<file path="src/rtl/dct_pkg.sv">
package dct_pkg;
  typedef enum logic [1:0] {
    ST_ARMED  = 2'd0,
    ST_TEST   = 2'd1,
    ST_LOCKED = 2'd2
  } mode_e;

  typedef struct packed {
    logic cke;
    logic cs_n;
    logic ras_n;
    logic cas_n;
    logic we_n;
  } ctl_t;

  localparam ctl_t CTL_IDLE = '{cke: 1'b0, cs_n: 1'b1, ras_n: 1'b1, cas_n: 1'b1, we_n: 1'b1};
endpackage

</file>
<file path="src/rtl/dct_sample.sv">
module dct_sample
  import dct_pkg::*;
#(
  parameter int ADDR_W = 11,
  parameter int BANK_W = 2
) (
  input  logic              clk_i,
  input  logic              rst_ni,
  input  ctl_t              ctl_i,
  input  logic [ADDR_W-1:0] addr_i,
  input  logic [BANK_W-1:0] bank_i,
  output ctl_t              ctl_q_o,
  output logic              cas_prev_o,
  output logic [ADDR_W-1:0] addr_q_o,
  output logic [BANK_W-1:0] bank_q_o
);
  ctl_t              ctl_q;
  logic              cas_prev_q;
  logic [ADDR_W-1:0] addr_q;
  logic [BANK_W-1:0] bank_q;

  always_ff @(posedge clk_i or negedge rst_ni) begin
    if (!rst_ni) begin
      ctl_q      <= CTL_IDLE;
      cas_prev_q <= 1'b1;
      addr_q     <= '0;
      bank_q     <= '0;
    end else begin
      ctl_q      <= ctl_i;
      cas_prev_q <= ctl_q.cas_n;
      addr_q     <= addr_i;
      bank_q     <= bank_i;
    end
  end

  assign ctl_q_o    = ctl_q;
  assign cas_prev_o = cas_prev_q;
  assign addr_q_o   = addr_q;
  assign bank_q_o   = bank_q;
endmodule

</file>
<file path="src/rtl/dct_decode.sv">
module dct_decode
  import dct_pkg::*;
(
  input  ctl_t ctl_q_i,
  input  logic cas_prev_i,
  output logic cas_fall_o,
  output logic cas_rise_o,
  output logic entry_ok_o,
  output logic pre_cmd_o,
  output logic pins_drive_o
);
  always_comb begin
    cas_fall_o   = cas_prev_i & ~ctl_q_i.cas_n;
    cas_rise_o   = ~cas_prev_i & ctl_q_i.cas_n;
    entry_ok_o   = cas_fall_o & ~ctl_q_i.cs_n & ~ctl_q_i.cke;
    pre_cmd_o    = ctl_q_i.cke & ~ctl_q_i.cs_n & ~ctl_q_i.ras_n & ctl_q_i.cas_n & ~ctl_q_i.we_n;
    pins_drive_o = ~ctl_q_i.cs_n & ~ctl_q_i.cke & ctl_q_i.we_n & ~ctl_q_i.cas_n;
  end
endmodule

</file>
<file path="src/rtl/dct_mode_fsm.sv">
module dct_mode_fsm
  import dct_pkg::*;
(
  input  logic clk_i,
  input  logic rst_ni,
  input  logic entry_ok_i,
  input  logic cas_fall_i,
  input  logic cas_rise_i,
  input  logic pre_cmd_i,
  output logic test_mode_o,
  output logic lockout_o
);
  mode_e state_q, state_d;

  always_comb begin
    state_d = state_q;
    unique case (state_q)
      ST_ARMED: begin
        if (pre_cmd_i)       state_d = ST_LOCKED;
        else if (entry_ok_i) state_d = ST_TEST;
      end
      ST_TEST: begin
        if (pre_cmd_i)       state_d = ST_LOCKED;
        else if (cas_rise_i) state_d = ST_ARMED;
      end
      ST_LOCKED: state_d = ST_LOCKED;
      default:   state_d = ST_LOCKED;
    endcase
  end

  always_ff @(posedge clk_i or negedge rst_ni) begin
    if (!rst_ni) state_q <= ST_ARMED;
    else         state_q <= state_d;
  end

  assign test_mode_o = (state_q == ST_TEST);
  assign lockout_o   = (state_q == ST_LOCKED);

  AST_LOCK_STICKY: assert property (@(posedge clk_i) disable iff (!rst_ni)
    lockout_o |=> lockout_o);
  AST_PRE_LOCKS: assert property (@(posedge clk_i) disable iff (!rst_ni)
    pre_cmd_i |=> (lockout_o && !test_mode_o));
  AST_NO_ENTRY_LOCKED: assert property (@(posedge clk_i) disable iff (!rst_ni)
    (lockout_o && cas_fall_i) |=> !test_mode_o);
  AST_EXIT_ON_RISE: assert property (@(posedge clk_i) disable iff (!rst_ni)
    (test_mode_o && cas_rise_i) |=> !test_mode_o);
  AST_ENTRY_NEEDS_FALL: assert property (@(posedge clk_i) disable iff (!rst_ni)
    (!test_mode_o && !cas_fall_i) |=> !test_mode_o);
endmodule

</file>
<file path="src/rtl/dct_pattern.sv">
module dct_pattern #(
  parameter int ADDR_W = 11,
  parameter int BANK_W = 2,
  parameter int DQ_W   = 32
) (
  input  logic              oe_i,
  input  logic [ADDR_W-1:0] addr_i,
  input  logic [BANK_W-1:0] bank_i,
  output logic [DQ_W-1:0]   dq_o
);
  localparam int PW = ADDR_W + BANK_W;

  logic [PW-1:0] pat;
  assign pat = {bank_i, addr_i};

  for (genvar i = 0; i < DQ_W; i++) begin : g_dq
    assign dq_o[i] = oe_i & pat[i % PW];
  end
endmodule

</file>
<file path="src/rtl/dram_conn_test_ctrl.sv">
module dram_conn_test_ctrl
  import dct_pkg::*;
#(
  parameter int ADDR_W = 11,
  parameter int BANK_W = 2,
  parameter int DQ_W   = 32
) (
  input  logic              clk_i,
  input  logic              rst_ni,
  input  logic              cke_i,
  input  logic              cs_ni,
  input  logic              ras_ni,
  input  logic              cas_ni,
  input  logic              we_ni,
  input  logic [ADDR_W-1:0] addr_i,
  input  logic [BANK_W-1:0] bank_i,
  output logic              test_mode_o,
  output logic              dq_oe_o,
  output logic [DQ_W-1:0]   dq_o,
  output logic              lockout_o
);
  ctl_t              ctl_in, ctl_q;
  logic              cas_prev;
  logic [ADDR_W-1:0] addr_q;
  logic [BANK_W-1:0] bank_q;
  logic              cas_fall, cas_rise, entry_ok, pre_cmd, pins_drive;

  assign ctl_in = '{cke: cke_i, cs_n: cs_ni, ras_n: ras_ni, cas_n: cas_ni, we_n: we_ni};

  dct_sample #(.ADDR_W(ADDR_W), .BANK_W(BANK_W)) u_sample (
    .clk_i      (clk_i),
    .rst_ni     (rst_ni),
    .ctl_i      (ctl_in),
    .addr_i     (addr_i),
    .bank_i     (bank_i),
    .ctl_q_o    (ctl_q),
    .cas_prev_o (cas_prev),
    .addr_q_o   (addr_q),
    .bank_q_o   (bank_q)
  );

  dct_decode u_decode (
    .ctl_q_i      (ctl_q),
    .cas_prev_i   (cas_prev),
    .cas_fall_o   (cas_fall),
    .cas_rise_o   (cas_rise),
    .entry_ok_o   (entry_ok),
    .pre_cmd_o    (pre_cmd),
    .pins_drive_o (pins_drive)
  );

  dct_mode_fsm u_fsm (
    .clk_i       (clk_i),
    .rst_ni      (rst_ni),
    .entry_ok_i  (entry_ok),
    .cas_fall_i  (cas_fall),
    .cas_rise_i  (cas_rise),
    .pre_cmd_i   (pre_cmd),
    .test_mode_o (test_mode_o),
    .lockout_o   (lockout_o)
  );

  // enable is gated by CAS# low, so the exit cycle never drives
  assign dq_oe_o = test_mode_o & pins_drive;

  dct_pattern #(.ADDR_W(ADDR_W), .BANK_W(BANK_W), .DQ_W(DQ_W)) u_pattern (
    .oe_i   (dq_oe_o),
    .addr_i (addr_q),
    .bank_i (bank_q),
    .dq_o   (dq_o)
  );

  AST_OE_NEEDS_MODE: assert property (@(posedge clk_i) disable iff (!rst_ni)
    dq_oe_o |-> (test_mode_o && !lockout_o));
  AST_OE_OFF_ON_RISE: assert property (@(posedge clk_i) disable iff (!rst_ni)
    cas_rise |-> !dq_oe_o);
  AST_DQ_QUIET: assert property (@(posedge clk_i) disable iff (!rst_ni)
    !dq_oe_o |-> (dq_o == '0));
  AST_MODE_ONEHOT: assert property (@(posedge clk_i) disable iff (!rst_ni)
    $onehot0({test_mode_o, lockout_o}));
endmodule

</file>
<file path="config.mk">
export PLATFORM = sky130hd
export DESIGN_NAME = dram_conn_test_ctrl
export DESIGN_NICKNAME = d
export VERILOG_FILES = /design/src/rtl/dct_pkg.sv /design/src/rtl/dct_sample.sv /design/src/rtl/dct_decode.sv /design/src/rtl/dct_mode_fsm.sv /design/src/rtl/dct_pattern.sv /design/src/rtl/dram_conn_test_ctrl.sv
export SDC_FILE = /design/constraint.sdc
export NUM_CORES = 1
export LEC_CHECK = 0
export BUFFER_PORTS_ARGS = -buffer_cell sky130_fd_sc_hd__buf_2
export CORE_MARGIN = 4
export CORE_UTILIZATION = 40
export CTS_CLUSTER_SIZE = 24
export DETAILED_ROUTE_END_ITERATION = 8
export MAX_ROUTING_LAYER = met4
export PLACE_DENSITY = 0.84
export SKIP_LAST_GASP = 1
export SLEW_MARGIN = 25
export SYNTH_ARGS = -nofsm -noshare
export SYNTH_HDL_FRONTEND = slang
export SYNTH_SLANG_ARGS = --single-unit
</file>
<file path="constraint.sdc">
create_clock -name clk_i -period 1.74 [get_ports clk_i]
set_input_delay 0.174 -clock clk_i [delete_from_list [all_inputs] [get_ports clk_i]]
set_output_delay 0.174 -clock clk_i [all_outputs]
set_load 0.02 [all_outputs]
</file>
Word-level counts from Yosys, hierarchy flattened:

Cells that the tools add are included.
W data, S select, Z words.

* equality and inequality tests: 4
* multiplexer cells: 5
* bitwise operators: 31
* reductions and logical operators: 2

Operators by type and width (count)
* $and A1 B1 Y1: 25
* $mux W2: 4
* $not A1 Y1: 6
* $pmux W2 S2: 1
* $ne A3 B1 Y1 const B: 1
* $ne A3 B3 Y1 const B: 1
* $eq A2 B1 Y1 const B: 1
* $eq A2 B2 Y1 const B: 1
* $logic_not A2 Y1: 1
* $reduce_and A2 Y1: 1

* register bits: 21
* input port bits: 20
* output and inout port bits: 35
* word-level logic and storage cells: 51

Longest topological paths before layout:

* word-level depth: 7
* mapped depth: 5
* depth with buffers taken out: 3

Cells and area by module:

A second synthesis with hierarchy kept.

* cell total of the unflattened synthesis: 66
* area, all modules: 880.8 µm²

Modules (own cells, without submodules)
* dct_sample: instances 1, cells an instance 19, area an instance 481.7 µm², sequential area each 481.7 µm²
* dct_pattern: instances 1, cells an instance 33, area an instance 246.5 µm², sequential area each 0.0 µm²
* dct_mode_fsm: instances 1, cells an instance 7, area an instance 90.1 µm², sequential area each 50.0 µm²
* dct_decode: instances 1, cells an instance 6, area an instance 56.3 µm², sequential area each 0.0 µm²
* dram_conn_test_ctrl: instances 1, cells an instance 1, area an instance 6.3 µm², sequential area each 0.0 µm²

Worst setup path after synthesis:

OpenSTA, ideal clock, no wires.

* path type: register to output
* start: register u_fsm.state_q[1]
* end: output port dq_o[13]
* data arrival time: 1.377 ns
* data required time: 1.566 ns
* slack: 0.189 ns
* cell stages (with the launch flop): 6
* buffers on the path: 2
* cell sequence: dfrtp_1 -> nor2b_2 -> and3_4 -> buf_6 -> and2_2 -> buf_4

* cells in the longest elaborated chain, start to end: 3

Ends and longest elaborated chain
* start: declaration: RTL line dct_mode_fsm.sv:13 `mode_e state_q, state_d;`
* start signal: assignment: RTL line dct_mode_fsm.sv:33 `else state_q <= state_d;`
* $eq A2 B1 Y1: RTL line dct_mode_fsm.sv:36 `assign test_mode_o = (state_q == ST_TEST);`
* via test_mode_o: RTL line dram_conn_test_ctrl.sv:17 `output logic test_mode_o,`
* $and A1 B1 Y1: RTL line dram_conn_test_ctrl.sv:64 `assign dq_oe_o = test_mode_o & pins_drive;`
* via dq_oe_o: RTL line dram_conn_test_ctrl.sv:18 `output logic dq_oe_o,`
* $and A1 B1 Y1
* end: declaration: RTL line dram_conn_test_ctrl.sv:19 `output logic [DQ_W-1:0] dq_o,`

The timed path passes the listed nets, and every way through them passes these cells.

Worst setup path in the final report:

* start: register u_sample.ctl_q_o[1] (netlist name)
* end: output port dq_o[5]

* cells in the longest elaborated chain, start to end: 4

Ends and longest elaborated chain
* $not A1 Y1: RTL line dct_decode.sv:17 `pins_drive_o = ~ctl_q_i.cs_n & ~ctl_q_i.cke & ctl_q_i.we_n & ~ctl_q_i.cas_n;`
* $and A1 B1 Y1: RTL line dct_decode.sv:17
* $and A1 B1 Y1: RTL line dram_conn_test_ctrl.sv:64
* $and A1 B1 Y1: RTL line dct_pattern.sv:17 `assign dq_o[i] = oe_i & pat[i % PW];`

Every way passes these cells.

==> results.sh <==
export IMPL_setup_viol=0
export IMPL_cts_tree="built"
export IMPL_post_dp_cell_area_um2=1010
export IMPL_grt_max_degree=22
export IMPL_rows=16
export IMPL_maxSlewViolCount=0
export IMPL_hold_class="input pin to asynchronous set/reset pin"
export IMPL_grt_ovfl_total=0
export IMPL_max_slew_worst_pin_slew_ns=0.436
export IMPL_antenna_found_initial=0
export IMPL_clockBufferDepth=2
export IMPL_die_y_um=54.3
export IMPL_synth_compound_area_share_pct=2.49
export IMPL_dieArea_um2=2940
export IMPL_final_min_clock_period_ns=1.68
export IMPL_hold_viol_final=0
export IMPL_whs_ns=0.348
export IMPL_power_leakage_nw=0.689
export IMPL_nNetsFinal=144
export IMPL_place_inst=126
export IMPL_dr_pass1_iters=1
export IMPL_grt_pass1_wl_um=2300
export IMPL_vias=621
export IMPL_utilization_pct=62.1
export IMPL_grtUsageTotal_pct=11.7
export IMPL_yosysSeqAreaShare_pct=62.1
export IMPL_insertion_delay_ns=0.29
export IMPL_area_growth_pct=45.3
export IMPL_setup_tns_ns=0
export IMPL_clk_pin_slew_ns=0.11
export IMPL_period_share_pct=96.5
export IMPL_power_density_nw_per_um2=676
export IMPL_fmax_ghz=0.595
export IMPL_synth_seq_cells=21
export IMPL_critPathMaxFanout=7
export IMPL_reg2reg_slack_ns=0.67
export IMPL_route_detailed_drc=0
export IMPL_layout_drive_gt1_share_pct=65.9
export IMPL_cts_root_buf="clkbuf_4"
export IMPL_slew_headroom_pct=70.9
export IMPL_synth_cell_type_count=15
export IMPL_synthAdderAreaFrac_pct=0
export IMPL_filler_cell_count=155
export IMPL_synth_top_family_by_area="buffers and inverters"
export IMPL_path_class="register to primary output"
export IMPL_arrival_ns=1.51
export IMPL_synth_fp_nets=85
export IMPL_yosys_warnings=0
export IMPL_reg2reg_depth=3
export IMPL_antennaDiodeCount=0
export IMPL_drv_cap=0
export IMPL_synth_xor_area_share_pct=0
export IMPL_cp_startpoint="u_sample.ctl_q_o[1]"
export IMPL_synthMuxAreaShare_pct=0
export IMPL_stdcell_count=150
export IMPL_portBuffers=54
export IMPL_rsz0062_at_grt="true"
export IMPL_post_cts_setup_buffers=0
export IMPL_drtIter0Drc=0
export IMPL_cts_buffers=3
export IMPL_finalClockSkew_ns=0.00113
export IMPL_start_util_pct=42.8
export IMPL_syn_area_um2=856
export IMPL_h_tree_depth=1
export IMPL_globalplace_congestion=0.655
export IMPL_fin_area_um2=1240
export IMPL_ir_drop_mv=0.470
export IMPL_reg2reg_to="u_fsm.state_q[0]"
export IMPL_critPathRequiredTime_ns=1.57
export IMPL_clock_sinks=21
export IMPL_cp_end_kind="primary output"
export IMPL_synthSimpleGateAreaFrac_pct=16.5
export IMPL_reg2reg_from="u_sample.ctl_q_o[0]"
export IMPL_placeableCoreArea_um2=2000
export IMPL_syn_inst=65
export IMPL_grt_pass1_vias=597
export IMPL_ant_nets=0
export IMPL_dieWidth_um=54.3
export IMPL_io_pins=55
export IMPL_syn_area_per_cell_um2=13.2
export IMPL_status="completed"
export IMPL_wire_per_inst_um=11.3
export IMPL_viasPerCell=4.14
export IMPL_startpoint_type="register"
export IMPL_drt_wl_total_um=1690
==> state kept, by name, indices dropped and copies added (netlist names) <==
register and cells:
u_sample.ctl_q_o 5, u_sample.bank_q_o 2, u_fsm.state_q 2, u_sample.addr_q_o 11
u_sample.cas_prev_o 1
==> power by group <==
part	internal [W]	total (W)	leakage [nW]	switching, W
combinational	0.0000540	0.0000871	0.431	0.0000331
clock	0.0000856	0.000220	0.0177	0.000135
sequential	0.000519	0.000533	0.240	0.0000137
total	0.000659	0.000841	0.689	0.000182
==> worst max-delay path by stage <==
stage	to	slack (ns)	depth (start not counted)
2_1_floorplan	dq_o[13]	0.19	5
3_3_place_gp	dq_o[26]	0.42	4
3_5_place_dp	dq_o[26]	0.38	4
4_1_cts	dq_o[26]	0.04	4
5_1_grt	dq_o[30]	-0.03	4
6_report	dq_o[5]	0.06	4
==> through the flow <==
stage | power (W) | worst slack (ns)
detailed placement | 0.000595 | 0.382
global placement | 0.000591 | 0.415
global route | 0.000888 | -0.0260
CTS | 0.000852 | 0.0404
finish | 0.000841 | 0.0601
floorplan | 0.000556 | 0.189
==> cells in the mapped netlist <==
cell,number,area share [%]
a41o_2,1,1.3
dfrtp_1,16,47
nor2_1,1,0.44
nor3_2,1,1.2
o21ai_0,1,0.58
and2_2,13,11
inv_1,2,0.88
buf_4,19,17
buf_6,1,1.3
dfstp_2,5,15
nor2b_2,1,1.0
nand2_1,1,0.44
and3_4,1,1.3
a21oi_1,1,0.58
nor2b_1,1,0.73
==> worst max-delay path: stages (launching register included) <==
cell and delay [ns]:
dfstp_2 0.41, nor3_4 0.22, and3_4 0.25, and2_2 0.16
buf_2 0.16
==> placed cells by master, fill, tap and decap left out, drive strengths merged <==
cell type,instances
a21oi,1
dfstp,5
nor3,1
and2,13
clkbuf,3
dlygate4sd3,19
nand2,1
o21ai,1
clkinv,1
dfrtp,16
buf,54
nor2b,2
and3,2
inv,2
a41o,1
nor2,1
==> final cells by class <==
cell class	count	area (um2)	share of cell area [%]
Sequential cell	21	532	42.8
Clock buffer	3	22.5	1.81
Multi-Input combinational cell	23	180	14.5
Tap cell	27	33.8	2.72
Clock inverter	1	5.00	0.402
Timing Repair Buffer	73	463	37.2
Inverter	2	7.51	0.604
==> kinds of logic (layout without fill, tap and decap cells) <==
group	Yosys count	after routing
DFF	21	21
buffers and inverters	22	79
and+or+nand+nor	19	20
AOI/OAI and AO/OA	3	3
==> routing by layer <==
metal | vias up | GRT usage, % | part of all wire, %
li1 | 301 | - | -
met1 | 272 | 9.46 | 35
met2 | 44 | 22.7 | 48
met3 | 4 | 3.00 | 15
met4 | 0 | 7.47 | 1.5
met5 | - | - | 0
==> repair_timing <==
action,CTS,global route
hold endpoints to repair,34,0
setup endpoints to repair,0,32
gates resized for setup,0,3
hold buffers,19,0
(Power assumes the default switching activity.)
